==> config.mk <==
export PLATFORM = sky130hd
export DESIGN_NAME = dmaStartIrq
export DESIGN_NICKNAME = d
export VERILOG_FILES = /design/src/rtl/dmaRegPkg.sv /design/src/rtl/dmaRegDecode.sv /design/src/rtl/dmaIntReg.sv /design/src/rtl/dmaChanRegs.sv /design/src/rtl/dmaStartIrq.sv
export SDC_FILE = /design/constraint.sdc
export NUM_CORES = 2
export LEC_CHECK = 0
export ABC_AREA = 1
export BUFFER_PORTS_ARGS = -buffer_cell sky130_fd_sc_hd__buf_2
export CORE_ASPECT_RATIO = 2
export CORE_MARGIN = 2
export CORE_UTILIZATION = 45
export DETAILED_ROUTE_END_ITERATION = 10
export PLACE_DENSITY = 0.74
export SKIP_CTS_REPAIR_TIMING = 1
export SLEW_MARGIN = 5
export SYNTH_ARGS = -nofsm -noshare
export SYNTH_HDL_FRONTEND = slang
export SYNTH_SLANG_ARGS = --single-unit
==> constraint.sdc <==
create_clock -name clk -period 3.6 [get_ports clk]
set_input_delay 0.18 -clock clk [delete_from_list [all_inputs] [get_ports clk]]
set_output_delay 0.18 -clock clk [all_outputs]
set_load 0.05 [all_outputs]
==> src/rtl/dmaRegPkg.sv <==
package dmaRegPkg;
  localparam int CHAN_COUNT = 7;
  localparam int DATA_W = 32;
  localparam int CHAN_IDX_W = $clog2(CHAN_COUNT);
  localparam int SILENT_CHAN = 5;

  localparam logic [7:0] CHAN_BASE = 8'h80;
  localparam logic [7:0] CHAN_STRIDE = 8'h10;
  localparam logic [7:0] OFS_ADDR = 8'h0;
  localparam logic [7:0] OFS_BLOCK = 8'h4;
  localparam logic [7:0] OFS_CTRL = 8'h8;
  localparam logic [7:0] ENABLE_OFS = 8'hF0;
  localparam logic [7:0] INT_OFS = 8'hF4;

  localparam int START_BIT = 24;
  localparam logic [DATA_W-1:0] INT_WR_MASK = 32'h00FF_803F;
  localparam logic [DATA_W-1:0] INT_FLAG_MASK = 32'h7F00_0000;
  localparam int FLAG_LSB = 24;
  localparam int FLAG_EN_LSB = 16;
  localparam int MASTER_BIT = 23;
  localparam int BUSERR_BIT = 15;
  localparam int SENT_BIT = 31;

  typedef struct packed {
    logic [CHAN_COUNT-1:0] addrWe;
    logic [CHAN_COUNT-1:0] blockWe;
    logic [CHAN_COUNT-1:0] ctrlWe;
    logic                  enableWe;
    logic                  intWe;
    logic                  startGo;
    logic [CHAN_IDX_W-1:0] chanIdx;
  } regStrobes_t;

  function automatic logic [7:0] chanOfs(input int n, input logic [7:0] field);
    return 8'(CHAN_BASE + 8'(n) * CHAN_STRIDE + field);
  endfunction
endpackage

==> src/rtl/dmaRegDecode.sv <==
module dmaRegDecode
  import dmaRegPkg::*;
#(
  parameter int ADDR_W = 8
) (
  input  logic              wrEn,
  input  logic [ADDR_W-1:0] wrAddr,
  input  logic [DATA_W-1:0] wrData,
  input  logic [DATA_W-1:0] enableQ,
  output regStrobes_t       strobes
);
  logic       hiZero;
  logic [7:0] lowAddr;

  assign lowAddr = wrAddr[7:0];

  generate
    if (ADDR_W > 8) begin : g_hi
      assign hiZero = ~|wrAddr[ADDR_W-1:8];
    end else begin : g_nohi
      assign hiZero = 1'b1;
    end
  endgenerate

  always_comb begin
    strobes = '0;
    if (wrEn && hiZero) begin
      for (int n = 0; n < CHAN_COUNT; n++) begin
        if (lowAddr == chanOfs(n, OFS_ADDR))  strobes.addrWe[n]  = 1'b1;
        if (lowAddr == chanOfs(n, OFS_BLOCK)) strobes.blockWe[n] = 1'b1;
        if (lowAddr == chanOfs(n, OFS_CTRL))  strobes.ctrlWe[n]  = 1'b1;
      end
      strobes.enableWe = (lowAddr == ENABLE_OFS);
      strobes.intWe    = (lowAddr == INT_OFS);
    end
    // start gating: start bit in data, per-channel enable, silent channel excluded
    for (int n = 0; n < CHAN_COUNT; n++) begin
      if (strobes.ctrlWe[n] && wrData[START_BIT] && enableQ[4*n+3] && n != SILENT_CHAN) begin
        strobes.startGo = 1'b1;
        strobes.chanIdx = CHAN_IDX_W'(n);
      end
    end
  end
endmodule

==> src/rtl/dmaIntReg.sv <==
module dmaIntReg
  import dmaRegPkg::*;
(
  input  logic                  clk,
  input  logic                  rstN,
  input  logic                  intWe,
  input  logic [DATA_W-1:0]     wrData,
  input  logic [CHAN_COUNT-1:0] chanDone,
  output logic [DATA_W-1:0]     intQ,
  output logic                  irqPulse
);
  logic [DATA_W-1:0] merged;
  logic              irqCond;

  always_comb begin
    if (intWe) begin
      merged = (wrData & INT_WR_MASK) | (intQ & ~wrData & INT_FLAG_MASK);
    end else begin
      merged = intQ & (INT_WR_MASK | INT_FLAG_MASK);
    end
    merged[FLAG_LSB +: CHAN_COUNT] = merged[FLAG_LSB +: CHAN_COUNT]
                                   | (chanDone & merged[FLAG_EN_LSB +: CHAN_COUNT]);
    irqCond = (merged[MASTER_BIT] && (|merged[FLAG_LSB +: CHAN_COUNT])) || merged[BUSERR_BIT];
  end

  always_ff @(posedge clk) begin
    if (!rstN) begin
      intQ     <= '0;
      irqPulse <= 1'b0;
    end else begin
      intQ           <= merged;
      intQ[SENT_BIT] <= irqCond;
      irqPulse       <= irqCond && !intQ[SENT_BIT];
    end
  end
endmodule

==> src/rtl/dmaChanRegs.sv <==
module dmaChanRegs
  import dmaRegPkg::*;
#(
  parameter int ADDR_W = 8
) (
  input  logic                  clk,
  input  logic                  rstN,
  input  regStrobes_t           strobes,
  input  logic [DATA_W-1:0]     wrData,
  input  logic [ADDR_W-1:0]     rdAddr,
  input  logic [DATA_W-1:0]     intQ,
  output logic [DATA_W-1:0]     enableQ,
  output logic [DATA_W-1:0]     rdData,
  output logic                  startValid,
  output logic [CHAN_IDX_W-1:0] startChan,
  output logic [DATA_W-1:0]     startAddr,
  output logic [DATA_W-1:0]     startBlock,
  output logic [DATA_W-1:0]     startCtrl
);
  logic [DATA_W-1:0] addrQ  [CHAN_COUNT];
  logic [DATA_W-1:0] blockQ [CHAN_COUNT];
  logic [DATA_W-1:0] ctrlQ  [CHAN_COUNT];
  logic              rdHiZero;
  logic [7:0]        rdLow;

  genvar gi;
  generate
    for (gi = 0; gi < CHAN_COUNT; gi++) begin : g_chan
      always_ff @(posedge clk) begin
        if (!rstN) begin
          addrQ[gi]  <= '0;
          blockQ[gi] <= '0;
          ctrlQ[gi]  <= '0;
        end else begin
          if (strobes.addrWe[gi])  addrQ[gi]  <= wrData;
          if (strobes.blockWe[gi]) blockQ[gi] <= wrData;
          if (strobes.ctrlWe[gi])  ctrlQ[gi]  <= wrData;
        end
      end
    end
    if (ADDR_W > 8) begin : g_rdhi
      assign rdHiZero = ~|rdAddr[ADDR_W-1:8];
    end else begin : g_rdnohi
      assign rdHiZero = 1'b1;
    end
  endgenerate

  assign rdLow = rdAddr[7:0];

  always_ff @(posedge clk) begin
    if (!rstN) begin
      enableQ    <= '0;
      startValid <= 1'b0;
      startChan  <= '0;
      startAddr  <= '0;
      startBlock <= '0;
      startCtrl  <= '0;
    end else begin
      if (strobes.enableWe) enableQ <= wrData;
      startValid <= strobes.startGo;
      if (strobes.startGo) begin
        startChan  <= strobes.chanIdx;
        startAddr  <= addrQ[strobes.chanIdx];
        startBlock <= blockQ[strobes.chanIdx];
        startCtrl  <= wrData;
      end
    end
  end

  always_comb begin
    rdData = '0;
    if (rdHiZero) begin
      for (int n = 0; n < CHAN_COUNT; n++) begin
        if (rdLow == chanOfs(n, OFS_ADDR))  rdData = addrQ[n];
        if (rdLow == chanOfs(n, OFS_BLOCK)) rdData = blockQ[n];
        if (rdLow == chanOfs(n, OFS_CTRL))  rdData = ctrlQ[n];
      end
      if (rdLow == ENABLE_OFS) rdData = enableQ;
      if (rdLow == INT_OFS)    rdData = intQ;
    end
  end
endmodule

==> src/rtl/dmaStartIrq.sv <==
module dmaStartIrq
  import dmaRegPkg::*;
#(
  parameter int ADDR_W = 8
) (
  input  logic                  clk,
  input  logic                  rstN,
  input  logic                  wrEn,
  input  logic [ADDR_W-1:0]     wrAddr,
  input  logic [DATA_W-1:0]     wrData,
  input  logic [ADDR_W-1:0]     rdAddr,
  output logic [DATA_W-1:0]     rdData,
  input  logic [CHAN_COUNT-1:0] chanDone,
  output logic                  startValid,
  output logic [CHAN_IDX_W-1:0] startChan,
  output logic [DATA_W-1:0]     startAddr,
  output logic [DATA_W-1:0]     startBlock,
  output logic [DATA_W-1:0]     startCtrl,
  output logic                  irqPulse
);
  regStrobes_t       strobes;
  logic [DATA_W-1:0] enableQ;
  logic [DATA_W-1:0] intQ;

  dmaRegDecode #(.ADDR_W(ADDR_W)) u_decode (
    .wrEn(wrEn), .wrAddr(wrAddr), .wrData(wrData), .enableQ(enableQ), .strobes(strobes)
  );

  dmaChanRegs #(.ADDR_W(ADDR_W)) u_regs (
    .clk(clk), .rstN(rstN), .strobes(strobes), .wrData(wrData), .rdAddr(rdAddr),
    .intQ(intQ), .enableQ(enableQ), .rdData(rdData), .startValid(startValid),
    .startChan(startChan), .startAddr(startAddr), .startBlock(startBlock),
    .startCtrl(startCtrl)
  );

  dmaIntReg u_int (
    .clk(clk), .rstN(rstN), .intWe(strobes.intWe), .wrData(wrData),
    .chanDone(chanDone), .intQ(intQ), .irqPulse(irqPulse)
  );
endmodule

==> results.yml <==
pwr:
  sw_frac_of_total: 0.228
  switching_power_mw: 4.53
  seqPwrFrac: 0.549
  internal_power_mw: 15.3
  p_clk_frac: 0.407
  power_frac_comb: 0.045
  power_density_nw_per_um2: 461
  p_leak_nw: 16.7
  vdd_drop_max_v: 0.000381
setup_path:
  required_ns: 3.42
  cp_max_fo: 12
  crit_path_start_kind: "input pin"
  critPathArrivalTime_ns: 3.11
  critPathKind: "in2out"
  reg2reg_depth: 7
  worstSetupEndpointType: "primary output"
sta:
  hold_viol: 1
  fin_hold_ws_ns: -0.0659
  fin_worst_skew_ns: 0.0135
  fin_tns_setup_ns: 0
  relSlewSlack: 0.251
  setup_viol_count_final: 0
  fin_crit_sh: 0.915
  period_needed_ns: 3.29
  max_freq_ghz: 0.304
  rsz0062_at_grt: "false"
  slew_violations: 0
  timing.final.ws_setup_ns: 0.307
  worstMarginPinSlew_ns: 1.12
cells_and_area:
  drive_gt1_frac: 0.132
  synthToLayoutAreaGrowth_pct: 12.9
  finalInstanceArea_sq_um: 43100
  nets: 4312
cts:
  clockRootBuffer: "clkbuf_16"
  h-tree-depth: 3
  insertion_delay_ns: 0.65
  cts_sinks: 828
  cts.clk_slew.worst_paths_ns: 0.07
  cts_max_path_buffers: 3
  cts_buffers: 72
  cts_tree: "built"
hold_path:
  holdPathStages: 5
  worst_hold_path_type: "in2reg"
floorplan:
  core.rowCount: 151
  initial_core_util: 0.453
  die-area_sq_um: 87400
  die_y_microns: 416
  coreArea_sq_um: 84500
  io_pins: 191
  die_w_microns: 210
yosys:
  yosysTopAreaCellShare: 0.528
  synth_most_common_cell: "nor2_1"
  synth_area_sq_um: 38200
  synth_simple_gate_area_share: 0.238
  synthCells: 4176
  ys.flop_type: "edfxtp_1"
  synthXorXnorAreaFrac: 0
  avgSynthCellArea_sq_um: 9.15
  synth_top_area_cell: "edfxtp_1"
  synth_common_cells: "1006 x nor2_1, 724 x nand2_1, 672 x edfxtp_1"
  ys_warn_count: 0
  synthMuxAreaShare: 0
  synth_edf_count: 672
  ys_seq_area_frac: 0.610
  synth-compound-area-share: 0.0925
  yosysUniqueCellTypes: 35
  synth_top_family_by_area: "simple AND/OR/NAND/NOR gates"
  synthArstFlopShare: 0
  synthesis.nets: 4234
  synth_area_leaders: "edfxtp_1 53%, nor2_1 9.9%, dfxtp_1 8.2%, nand2_1 7.1%, a21oi_1 3.0%"
  ys_seq_elements: 828
  synthAdderAreaFrac: 0
outcome:
  violations: "negative hold slack"
  status: "finished, violations left"
route:
  wl_mm: 129
  routed-via-count: 31800
  drt-initial-drc-count: 4201
  drc: 0
  ant_nets: 0
  dr.pass1.iters: 6
  wl_per_cell_microns: 23.9
  routed_via_density: 5.90
global_routing:
  grt_pass1_vias: 30600
  antenna_found_initial: 1
  gr-total-overflow: 0
  grtUsageTotal: 0.291
  grt_max_degree: 131
  grt_first_pass_wirelength_mm: 191
flow_run:
  max_cap_viol_count: 0
placement:
  detailed_place.area_sq_um: 40700
  place_congestion: 0.919
  pre_cts_ws_ns: 0.403
  dp_hpwl_mm: 90.5
  portBuffers: 190
power groups by stage:
stage / Clock [mW] / Combinational, mW / Sequential [mW]
after floorplan: 0 / 0.488 / 11.0
after global placement: 0 / 0.855 / 11.1
after detailed placement: 0 / 0.862 / 11.1
after CTS: 8.16 / 0.866 / 10.9
after global routing: 8.45 / 0.938 / 10.9
final: 8.09 / 0.887 / 10.9
logic make-up (layout without fill, tap and decap cells):
logic type,after synthesis,after routing
other,0,2
buffers and inverters,583,720
AND/OR/NAND/NOR,2174,2174
flip-flops,828,828
AO/OA/AOI/OAI,591,591
per-stage QoR:
stage | total power [mW] | hold WS [ns] | cells | utilization
final | 19.9 | -0.0659 | 5386 | 0.511
after global routing | 20.3 | 0.00130 | 5384 | 0.511
after detailed placement | 12.0 | 0.426 | 5244 | 0.482
after floorplan | 11.5 | 0.373 | 4176 | -
after global placement | 11.9 | 0.425 | 5244 | 0.482
after CTS | 19.9 | -0.146 | 5377 | 0.510
placed cells by master (no fill, tap or decap), drive strengths merged:
cell type	count
edfxtp	672
dfxtp	156
diode	2
clkbuf	95
bufinv	7
a41oi	1
clkinv	25
nor3	16
o22ai	1
nor2	1016
dlygate4sd3	7
o31ai	17
a31oi	2
a31o	1
a32o	46
or2	102
o211ai	100
clkinvlp	1
nand2	726
buf	318
o221ai	11
o21ai	181
nand4	128
a21oi	231
inv	267
nor4	1
nand3	185
registers in the layout, summed over array words and instances (netlist names):
register,count
u_int.intQ,23
u_int.irqPulse,1
u_regs.addrQ,224
u_regs.blockQ,224
u_regs.ctrlQ,224
u_regs.enableQ,32
u_regs.startAddr,32
u_regs.startBlock,32
u_regs.startChan,3
u_regs.startCtrl,32
u_regs.startValid,1
critical path: stages:
cell	delay, ns
buf_2	0.11
inv_1	0.11
nand2_1	0.06
nor2_1	0.44
nand2_1	0.28
inv_1	0.52
nand2_1	0.13
nand3_1	0.12
nor2_1	0.04
nand4_1	0.08
nand2_1	0.06
nand3_1	0.08
nand2_1	0.07
nand3_1	0.06
nand2_1	0.08
nand3_1	0.08
nand2_1	0.07
nand4_1	0.09
nand2_1	0.08
nand3_1	0.08
buf_2	0.28
layout make-up:
type                       count  area [sq um]
timing repair buffer         325          2370
sequential                   828         23300
multi-input combinational   2765         12800
fill                        7595         41300
inverter                     262           985
clock inverter                38           378
antenna                        2          5.00
clock buffer                  95          1990
tap                         1071          1340
layer usage:
metal  share of wire  track usage  wire length [microns]  up-vias
met4           0.057        0.156                   7390        0
li1                -            -                      -    14200
met1            0.36        0.355                  46300    15200
met2            0.49        0.494                  62900     2004
met3           0.094       0.0486                  12200      429
met5               0            0                      0        -
path summary, 6_finish.rpt:
path | startpoint | endpoint | slack, ns
worst max-delay path | rdAddr[3] | rdData[21] | 0.31
worst min-delay path | chanDone[3] | u_int.intQ[27] | -0.07
worst max register to register | u_regs.enableQ[7] | u_regs.startBlock[28] | 1.18
worst min register to register | u_int.intQ[31] | u_int.irqPulse | 0.44
(Power assumes the default switching activity.)
